### src/rtl/emac_ctl_pkg.sv
package emac_ctl_pkg;

    typedef logic [31:0] word_t;

    // Register word indices
    localparam int IX_CMD    = 0;
    localparam int IX_IEN    = 1;
    localparam int IX_ISTAT  = 2;
    localparam int IX_TXBASE = 3;
    localparam int IX_RXBASE = 4;
    localparam int IX_TXKICK = 5;
    localparam int IX_RXKICK = 6;
    localparam int IX_TXCD   = 7;
    localparam int IX_TXCB   = 8;
    localparam int IX_RXCD   = 9;
    localparam int IX_RXCB   = 10;
    localparam int IX_PLAIN0 = 11;
    localparam int NUM_PLAIN = 7;

    // Command bits
    localparam int CMD_RXEN = 0;
    localparam int CMD_LONG = 1;
    localparam int CMD_TXEN = 8;
    localparam int CMD_SRST = 24;
    localparam word_t CMD_KEEP = (32'd1 << CMD_RXEN) | (32'd1 << CMD_LONG) | (32'd1 << CMD_TXEN);

    // Implemented status / enable bit positions
    localparam int NUM_STAT_BITS = 11;
    localparam int STAT_POS [NUM_STAT_BITS] = '{24, 23, 18, 16, 11, 10, 9, 8, 4, 3, 0};

    function automatic word_t stat_mask_calc();
        word_t m;
        m = '0;
        for (int k = 0; k < NUM_STAT_BITS; k++) begin
            m[STAT_POS[k]] = 1'b1;
        end
        return m;
    endfunction

    localparam word_t STAT_MASK = stat_mask_calc();

    localparam word_t BASE_RST  = 32'hFFFF_FFFC;
    localparam word_t BASE_KEEP = 32'hFFFF_FFFC;

    // Reset value of each plain storage register
    function automatic word_t plain_rst(int k);
        case (k)
            1:       return 32'h0090_0000;
            2:       return 32'h0000_0101;
            3:       return 32'h0000_0800;
            4:       return 32'h0000_7FFF;
            default: return 32'h0000_0000;
        endcase
    endfunction

endpackage

### src/rtl/emac_srst_seq.sv
module emac_srst_seq #(
    parameter int CYCLES = 16
) (
    input  logic clk,
    input  logic rst_n,
    input  logic start,
    output logic busy
);
    localparam int CNT_W = $clog2(CYCLES + 1);

    typedef struct packed {
        logic             busy;
        logic [CNT_W-1:0] cnt;
    } seq_t;

    seq_t st_d, st_q;

    always_comb begin
        st_d = st_q;
        if (start) begin
            st_d.busy = 1'b1;
            st_d.cnt  = CNT_W'(CYCLES - 1);
        end else if (st_q.busy) begin
            if (st_q.cnt == '0) begin
                st_d.busy = 1'b0;
            end else begin
                st_d.cnt = st_q.cnt - 1'b1;
            end
        end
    end

    always_ff @(posedge clk or negedge rst_n) begin
        if (!rst_n) begin
            st_q <= '0;
        end else begin
            st_q <= st_d;
        end
    end

    assign busy = st_q.busy;

endmodule

### src/rtl/emac_irq_stat.sv
module emac_irq_stat
    import emac_ctl_pkg::*;
(
    input  logic        clk,
    input  logic        rst_n,
    input  logic        clr,
    input  logic        blk,
    input  logic        stat_we,
    input  logic        ien_we,
    input  word_t       wdata,
    input  logic [15:0] tx_evt,
    input  logic [15:0] rx_evt,
    output word_t       stat_o,
    output word_t       ien_o,
    output logic        irq_tx,
    output logic        irq_rx
);
    typedef struct packed {
        word_t stat;
        word_t ien;
    } irq_t;

    irq_t  st_d, st_q;
    word_t set_v;
    word_t clr_v;

    always_comb begin
        st_d  = st_q;
        set_v = blk ? '0 : ({tx_evt, rx_evt} & STAT_MASK);
        clr_v = stat_we ? wdata : '0;
        if (clr) begin
            st_d = '0;
        end else begin
            if (ien_we) begin
                st_d.ien = wdata & STAT_MASK;
            end
            // an event landing with a clear keeps the bit set
            st_d.stat = ((st_q.stat & ~clr_v) | set_v) & STAT_MASK;
        end
    end

    always_ff @(posedge clk or negedge rst_n) begin
        if (!rst_n) begin
            st_q <= '0;
        end else begin
            st_q <= st_d;
        end
    end

    assign stat_o = st_q.stat;
    assign ien_o  = st_q.ien;
    assign irq_tx = |(st_q.stat[31:16] & st_q.ien[31:16]);
    assign irq_rx = |(st_q.stat[15:0]  & st_q.ien[15:0]);

endmodule

### src/rtl/emac_cfg_store.sv
module emac_cfg_store
    import emac_ctl_pkg::*;
#(
    parameter int IDX_W = 5
) (
    input  logic             clk,
    input  logic             rst_n,
    input  logic             clr,
    input  logic             blk,
    input  logic             wr_ok,
    input  logic [IDX_W-1:0] idx,
    input  word_t            wdata,
    input  logic             tx_upd,
    input  word_t            tx_desc,
    input  word_t            tx_buf,
    input  logic             rx_upd,
    input  word_t            rx_desc,
    input  word_t            rx_buf,
    output word_t            cmd_o,
    output word_t            tx_base_o,
    output word_t            rx_base_o,
    output logic             tx_kick_o,
    output logic             rx_kick_o,
    output word_t            tx_cd_o,
    output word_t            tx_cb_o,
    output word_t            rx_cd_o,
    output word_t            rx_cb_o,
    output word_t            plain_o [NUM_PLAIN]
);
    typedef struct packed {
        word_t                       cmd;
        word_t                       tx_base;
        word_t                       rx_base;
        word_t                       tx_cd;
        word_t                       tx_cb;
        word_t                       rx_cd;
        word_t                       rx_cb;
        logic [NUM_PLAIN-1:0][31:0]  plain;
        logic                        tx_kick;
        logic                        rx_kick;
    } store_t;

    function automatic store_t store_rst();
        store_t s;
        s         = '0;
        s.tx_base = BASE_RST;
        s.rx_base = BASE_RST;
        for (int k = 0; k < NUM_PLAIN; k++) begin
            s.plain[k] = plain_rst(k);
        end
        return s;
    endfunction

    localparam store_t ST_RST = store_rst();

    store_t               st_d, st_q;
    logic [NUM_PLAIN-1:0] plain_hit;

    for (genvar g = 0; g < NUM_PLAIN; g++) begin : g_plain
        assign plain_hit[g] = wr_ok && (idx == IDX_W'(IX_PLAIN0 + g));
        assign plain_o[g]   = st_q.plain[g];
    end

    always_comb begin
        st_d         = st_q;
        st_d.tx_kick = wr_ok && (idx == IDX_W'(IX_TXKICK));
        st_d.rx_kick = wr_ok && (idx == IDX_W'(IX_RXKICK));
        if (clr) begin
            st_d = ST_RST;
        end else begin
            if (wr_ok && idx == IDX_W'(IX_CMD)) begin
                st_d.cmd = wdata & CMD_KEEP;
            end
            if (wr_ok && idx == IDX_W'(IX_TXBASE)) begin
                st_d.tx_base = wdata & BASE_KEEP;
            end
            if (wr_ok && idx == IDX_W'(IX_RXBASE)) begin
                st_d.rx_base = wdata & BASE_KEEP;
            end
            for (int k = 0; k < NUM_PLAIN; k++) begin
                if (plain_hit[k]) begin
                    st_d.plain[k] = wdata;
                end
            end
            if (tx_upd && !blk) begin
                st_d.tx_cd = tx_desc;
                st_d.tx_cb = tx_buf;
            end
            if (rx_upd && !blk) begin
                st_d.rx_cd = rx_desc;
                st_d.rx_cb = rx_buf;
            end
        end
    end

    always_ff @(posedge clk or negedge rst_n) begin
        if (!rst_n) begin
            st_q <= ST_RST;
        end else begin
            st_q <= st_d;
        end
    end

    assign cmd_o     = st_q.cmd;
    assign tx_base_o = st_q.tx_base;
    assign rx_base_o = st_q.rx_base;
    assign tx_kick_o = st_q.tx_kick;
    assign rx_kick_o = st_q.rx_kick;
    assign tx_cd_o   = st_q.tx_cd;
    assign tx_cb_o   = st_q.tx_cb;
    assign rx_cd_o   = st_q.rx_cd;
    assign rx_cb_o   = st_q.rx_cb;

endmodule

### src/rtl/emac_ctl_regs.sv
module emac_ctl_regs
    import emac_ctl_pkg::*;
#(
    parameter int IDX_W    = 5,
    parameter int SRST_CYC = 16
) (
    input  logic             clk,
    input  logic             rst_n,
    input  logic             reg_we,
    input  logic [IDX_W-1:0] reg_idx,
    input  logic [31:0]      reg_wdata,
    output logic [31:0]      reg_rdata,
    input  logic [15:0]      tx_evt,
    input  logic [15:0]      rx_evt,
    input  logic             tx_ptr_upd,
    input  logic [31:0]      tx_desc_ptr,
    input  logic [31:0]      tx_buf_ptr,
    input  logic             rx_ptr_upd,
    input  logic [31:0]      rx_desc_ptr,
    input  logic [31:0]      rx_buf_ptr,
    output logic             tx_on,
    output logic             rx_on,
    output logic             long_ok,
    output logic [31:0]      tx_list_base,
    output logic [31:0]      rx_list_base,
    output logic             tx_kick,
    output logic             rx_kick,
    output logic             srst_busy,
    output logic             irq_tx,
    output logic             irq_rx
);
    logic  wr_ok;
    logic  srst_go;
    word_t cmd_w, stat_w, ien_w;
    word_t tx_cd_w, tx_cb_w, rx_cd_w, rx_cb_w;
    word_t plain_w [NUM_PLAIN];
    word_t rd_d;

    assign wr_ok   = reg_we && !srst_busy;
    assign srst_go = wr_ok && (reg_idx == IDX_W'(IX_CMD)) && reg_wdata[CMD_SRST];

    emac_srst_seq #(.CYCLES(SRST_CYC)) u_srst (
        .clk   (clk),
        .rst_n (rst_n),
        .start (srst_go),
        .busy  (srst_busy)
    );

    emac_irq_stat u_irq (
        .clk     (clk),
        .rst_n   (rst_n),
        .clr     (srst_go),
        .blk     (srst_busy),
        .stat_we (wr_ok && reg_idx == IDX_W'(IX_ISTAT)),
        .ien_we  (wr_ok && reg_idx == IDX_W'(IX_IEN)),
        .wdata   (reg_wdata),
        .tx_evt  (tx_evt),
        .rx_evt  (rx_evt),
        .stat_o  (stat_w),
        .ien_o   (ien_w),
        .irq_tx  (irq_tx),
        .irq_rx  (irq_rx)
    );

    emac_cfg_store #(.IDX_W(IDX_W)) u_cfg (
        .clk       (clk),
        .rst_n     (rst_n),
        .clr       (srst_go),
        .blk       (srst_busy),
        .wr_ok     (wr_ok),
        .idx       (reg_idx),
        .wdata     (reg_wdata),
        .tx_upd    (tx_ptr_upd),
        .tx_desc   (tx_desc_ptr),
        .tx_buf    (tx_buf_ptr),
        .rx_upd    (rx_ptr_upd),
        .rx_desc   (rx_desc_ptr),
        .rx_buf    (rx_buf_ptr),
        .cmd_o     (cmd_w),
        .tx_base_o (tx_list_base),
        .rx_base_o (rx_list_base),
        .tx_kick_o (tx_kick),
        .rx_kick_o (rx_kick),
        .tx_cd_o   (tx_cd_w),
        .tx_cb_o   (tx_cb_w),
        .rx_cd_o   (rx_cd_w),
        .rx_cb_o   (rx_cb_w),
        .plain_o   (plain_w)
    );

    always_comb begin
        rd_d = '0;
        case (reg_idx)
            IDX_W'(IX_CMD):    rd_d = cmd_w;
            IDX_W'(IX_IEN):    rd_d = ien_w;
            IDX_W'(IX_ISTAT):  rd_d = stat_w;
            IDX_W'(IX_TXBASE): rd_d = tx_list_base;
            IDX_W'(IX_RXBASE): rd_d = rx_list_base;
            IDX_W'(IX_TXCD):   rd_d = tx_cd_w;
            IDX_W'(IX_TXCB):   rd_d = tx_cb_w;
            IDX_W'(IX_RXCD):   rd_d = rx_cd_w;
            IDX_W'(IX_RXCB):   rd_d = rx_cb_w;
            default: begin
                for (int k = 0; k < NUM_PLAIN; k++) begin
                    if (reg_idx == IDX_W'(IX_PLAIN0 + k)) begin
                        rd_d = plain_w[k];
                    end
                end
            end
        endcase
    end

    assign reg_rdata = srst_busy ? '0 : rd_d;
    assign tx_on     = cmd_w[CMD_TXEN];
    assign rx_on     = cmd_w[CMD_RXEN];
    assign long_ok   = cmd_w[CMD_LONG];

endmodule

### config.mk
export PLATFORM = sky130hd
export DESIGN_NAME = emac_ctl_regs
export DESIGN_NICKNAME = d
export VERILOG_FILES = /design/src/rtl/emac_ctl_pkg.sv /design/src/rtl/emac_srst_seq.sv /design/src/rtl/emac_irq_stat.sv /design/src/rtl/emac_cfg_store.sv /design/src/rtl/emac_ctl_regs.sv
export SDC_FILE = /design/constraint.sdc
export NUM_CORES = 1
export LEC_CHECK = 0
export ABC_AREA = 0
export BUFFER_PORTS_ARGS = -buffer_cell sky130_fd_sc_hd__buf_2
export CELL_PAD_IN_SITES_DETAIL_PLACEMENT = 1
export CELL_PAD_IN_SITES_GLOBAL_PLACEMENT = 2
export CORE_UTILIZATION = 37
export DETAILED_ROUTE_END_ITERATION = 7
export PLACE_DENSITY = 0.9
export SLEW_MARGIN = 30
export SYNTH_ARGS = -nofsm -noshare
export SYNTH_HDL_FRONTEND = slang
export SYNTH_SLANG_ARGS = --single-unit
### constraint.sdc
create_clock -name clk -period 3.8 [get_ports clk]
set_clock_uncertainty 0.1 [all_clocks]
set_input_delay 0.38 -clock clk [delete_from_list [all_inputs] [get_ports clk]]
set_output_delay 0.38 -clock clk [all_outputs]
set_load 0.02 [all_outputs]
Yosys cells after proc, flatten, opt, wreduce, memory -nomap -nowiden
Index checks and enable logic that the tools add are counted.
- register bits: 513
- bits in latches: 0
- memory bits (writable): 0
- bits in read-only memories: 0
- bits of input ports: 202
- output and inout bits: 104
- word-level logic and storage cells: 113
- memories: 0
- $add $sub $neg: 1
- $mul: 0
- div/mod/pow operators: 0
- order comparisons: 0
- eq/ne operators: 18
- shift-type cells: 0
- muxes and demuxes: 31
- bitwise gates (word level): 5
- reductions and logical operators: 38
- operators with widths (operator ; number):
    $mux W32 ; 19
    $mux W448 ; 1
    $pmux W32 S9 ; 1
    $mux W64 ; 2
    $mux W57 ; 1
    $mux W25 ; 2
    $eq A5 B4 Y1 const B ; 8
    $reduce_or A16 Y1 ; 2
    $reduce_bool A2 Y1 ; 14
    $and A25 B25 Y25 ; 1
    $not A25 Y25 ; 1
    $or A25 B25 Y25 ; 1
    $eq A5 B3 Y1 const B ; 4
    $logic_and A1 B1 Y1 ; 18
    $and A16 B16 Y16 ; 1
    $and A9 B16 Y16 ; 1
    $mux W6 ; 2
    $eq A5 B2 Y1 const B ; 2
    $eq A5 B5 Y1 const B ; 2
    $logic_not A5 Y1 ; 2
    $eq A5 B1 Y1 const B ; 1
    $mux W5 ; 1
    $sub A5 B1 Y5 const B ; 1
    $mux W2 ; 1
    other kinds (4) ; 4

Logic depth before layout (Yosys ltp)
- word-level depth: 10
- depth in mapped cells: 9
- gate-level depth less buffers: 7

By module
From an unflattened synthesis, not the netlist that was laid out.
- cell total of the unflattened synthesis: 2393
- area, all modules: 24787.5 µm²
- modules (own cells, without submodules) (module ; instances ; cells an instance ; area each (µm²) ; sequential area each (µm²)):
    emac_cfg_store ; 1 ; 1339 ; 17316.6 ; 10535.1
    emac_ctl_regs ; 1 ; 892 ; 5791.8 ; 0.0
    emac_irq_stat ; 1 ; 132 ; 1351.3 ; 550.5
    emac_srst_seq ; 1 ; 30 ; 327.8 ; 150.1

Worst setup path after synthesis
Ideal clock, no wire load.
- path type: in2out
- start point: input reg_idx[4]
- end point: output reg_rdata[8]
- arrival time: 2.095 ns
- required time: 3.320 ns
- slack: 1.225 ns
- stages: 7
- path buffers: 2
- cells stage by stage: buf_2 > and4bb_2 > buf_2 > o21ai_0 > a22o_1 > a31o_1 > a221oi_1
- longest elaborated chain between the ends: 10
- elaborated cells between the ends (all ways): 25
- classes of those cells: eq/ne: 15; mux: 9; reduce/logical: 1
- RTL lines (element ; line ; source):
    start: declaration ; emac_ctl_regs.sv:10 ; input logic [IDX_W-1:0] reg_idx,
    $eq A5 B4 Y1 ; emac_ctl_regs.sv:105 ; if (reg_idx == IDX_W'(IX_PLAIN0 + k)) begin
    $mux W32 (7 in series) ; emac_ctl_regs.sv:105 ;
    $pmux W32 S9 * ; emac_ctl_regs.sv:93 ; case (reg_idx)
    $mux W32 * ; emac_ctl_regs.sv:113 ; assign reg_rdata = srst_busy ? '0 : rd_d;
    end: declaration ; emac_ctl_regs.sv:12 ; output logic [31:0] reg_rdata,
Every way passes the cells marked *; elsewhere a longest branch is shown, timed or not.

Worst setup path in the final report
- start point: input reg_idx[0]
- end point: output reg_rdata[14]
Same word-level chain as after synthesis.

==> qor.csv <==
metric,value,unit
synthFlopType,dfrtp_1,
gp_routability_congestion,0.930,
synth-seq-cells,445,
dp_hpwl,60900,microns
clock-sinks,445,
irDropWorstVdd,0.360,mV
synth_warnings,0,
insertion_delay,0.59,ns
drt_iter0_drc,1868,
layout.nets,3107,
port_buffers,280,
drt_wl_total,96100,microns
grt_pass1_vias,23400,
final_cell_mix,"nand2_1 (889), dfrtp_1 (365), a21oi_1 (356)",
die_w,244,microns
p_leak,12.2,nW
r2r_setup_slack,1.01,ns
synth_cells,2589,
maxSlewHeadroom,37.4,%
internal_power,9.39,mW
start_util,37.5,%
die_h,244,microns
antenna_left,0,
grt_overflow,0,
cp-start-kind,input pin,
finalSetupViolations,0,
r2r-end,u_cfg.rx_cd_o[19]$_DFFE_PN0P_,
cp-end-kind,output port,
fin_crit,3.53,ns
fillCellCount,6852,
die_area,59600,sq um
critPathLaunch,reg_idx[0],
grtUsageTotal,31.9,%
drv_slew,0,
synth.avg_cell_area,8.38,sq um
sequentialPowerShare,45.4,%
clkTransAtPathRegs,0.06,ns
p_clk_share,36.3,%
root_buffer,clkbuf_16,
syn-cell-area,21700,sq um
final_common_cell,nand2_1,
comb_power_share,18.3,%
avgRoutedWirePerCell,25.9,microns
cts_buffer_depth,3,
drive_gt1_share,19.7,%
whs,0.0218,ns
maxCapViolations,0,
grt_pass1_wl,145000,microns
cp-endpoint,reg_rdata[14],
critPathKind,input pin to output port,
fin_crit_sh,93.0,%
cts_buffers,49,
cts_tree,done,
ys_types,63,
outcome,completed,
reg2reg_from,u_srst.busy$_DFF_PN0_,
synthToLayoutAreaGrowth,24.1,%
rsz0062_at_grt,no,
design_area,26900,sq um
io_pins,306,
critPathMaxFanout,25,
p_sw,4.17,mW
max_freq,283,MHz
power_density,504,nW/um^2
drtPass1Iterations,5,
via_count,22200,
synth-edff-count,0,
rows,88,
ys_seq_area_share,51.8,%
drc,0,
worstHoldPathType,input pin to flip-flop,
power,13.6,mW
cts_setup_buffers,0,
swShare,30.8,%
routed_via_density,5.98,
antenna_found_initial,8,
tns,0,ns
ctsHtreeMaxLevel,2,
cp_data_required_time,3.32,ns
grt_max_degree,104,
dp_slack,0.409,ns
worst_ep_arrival_time,3.05,ns
core,57800,sq um
tightest_slew,0.936,ns
post_dp_cell_area,23900,sq um
setup_slack,0.267,ns
reg2reg_depth,6,
async_flop_share,100,%
finalHoldViolCount,0,
## how the worst min path moves through the flow
| stage | startpoint | endpoint | slack [ns] | cells past startpoint |
|---|---|---|---|---|
| 2_1_floorplan | rst_n | u_cfg.cmd_o[0]$_DFFE_PN0P_ | -0.02 | 0 |
| 3_3_place_gp | u_cfg.plain_o[107]$_DFFE_PN1P_ | u_cfg.plain_o[107]$_DFFE_PN1P_ | 0.37 | 2 |
| 3_5_place_dp | u_cfg.plain_o[107]$_DFFE_PN1P_ | u_cfg.plain_o[107]$_DFFE_PN1P_ | 0.38 | 2 |
| 4_1_cts | tx_desc_ptr[4] | u_cfg.tx_cd_o[4]$_DFFE_PN0P_ | 0.001 | 3 |
| 5_1_grt | tx_desc_ptr[4] | u_cfg.tx_cd_o[4]$_DFFE_PN0P_ | 0.03 | 3 |
| 6_report | reg_wdata[1] | u_cfg.plain_o[97]$_DFFE_PN0P_ | 0.02 | 3 |
## stage by stage
step           utilization (%)  cells
3_3_place_gp              41.4   3482
4_1_cts                   46.5   3706
3_5_place_dp              41.4   3482
6_report                  46.6   3714
2_1_floorplan                -   2592
5_1_grt                   46.6   3711
## timing repair
item	4_1_cts	5_1_grt
gates resized for setup	0	0
setup endpoints to repair	0	0
hold buffers	136	0
endpoints found under the hold margin	202	0
## flip-flops by register name (all words and copies together), names as in the netlist
signal           count
u_cfg.rx_base_o     30
u_srst.st_q          5
u_cfg.plain_o      224
u_cfg.rx_cd_o       32
u_cfg.tx_cb_o       32
u_cfg.tx_kick_o      1
u_cfg.rx_kick_o      1
u_irq.stat_o        11
u_srst.busy          1
u_cfg.rx_cb_o       32
u_cfg.tx_base_o     30
u_cfg.cmd_o          3
u_irq.ien_o         11
u_cfg.tx_cd_o       32
## synth_stat cells (7+ instances only)
master,n,share of area [%]
nor3_1,32,0.74
nand3_1,139,3.2
dfstp_2,80,9.7
nor2b_1,8,0.23
mux2_2,19,0.99
o21ai_0,84,1.9
buf_4,9,0.31
and3_1,7,0.20
mux2i_1,14,0.65
inv_1,7,0.12
a32oi_1,20,0.81
a221oi_1,9,0.36
dfrtp_1,365,42
nor2_1,62,1.1
a21oi_1,356,8.2
nand2b_1,8,0.23
clkbuf_1,138,2.4
buf_2,99,2.3
o22ai_1,35,1.0
a22o_1,58,2.3
nand2_1,891,15
o211ai_1,10,0.35
a22oi_1,67,2.3
## power groups by stage
stage / Combinational (mW) / Clock (mW) / Sequential (mW)
floorplan: 1.22 / 0 / 6.22
global placement: 2.20 / 0 / 6.15
detailed placement: 2.31 / 0 / 6.20
CTS: 2.44 / 4.94 / 6.12
global route: 2.68 / 5.14 / 6.22
finish: 2.49 / 4.93 / 6.15
## worst max-delay path: stages
cell     delay, ns
buf_2         0.47
nor2b_1       0.20
buf_4         0.35
nand2_1       0.65
a22o_1        0.41
nand3_1       0.10
a22o_1        0.24
buf_2         0.20
## kinds of logic after synthesis
logic type | share of synthesized area [%]
other | 0.0173
and+or+nand+nor | 22.3
buffers and inverters | 5.24
xor gates and xnor gates | 0.121
DFF | 51.8
muxes | 1.68
adders and majority gates | 0.0577
AOI/OAI and AO/OA | 18.8
## final cells by class
class | instances | area, sq um | share of cell area [%]
inverter | 7 | 26.3 | 0.0976
sequential | 445 | 11200 | 41.7
timing repair buffer | 511 | 3670 | 13.6
multi-input combinational | 1890 | 9410 | 34.9
clock inverter | 15 | 178 | 0.660
antenna | 8 | 20.0 | 0.0744
tap | 765 | 957 | 3.56
clock buffer | 73 | 1430 | 5.30
## routing by layer
metal  routed length (microns)  global-route usage (%)  up-vias
li1                          -                       -     9439
met1                     37900                    39.9    11400
met2                     45300                    52.1     1071
met3                      6690                    4.91      336
met4                      6220                    19.0        4
met5                        28                       0        -
Note: power is estimated with default switching activity, not from simulation.
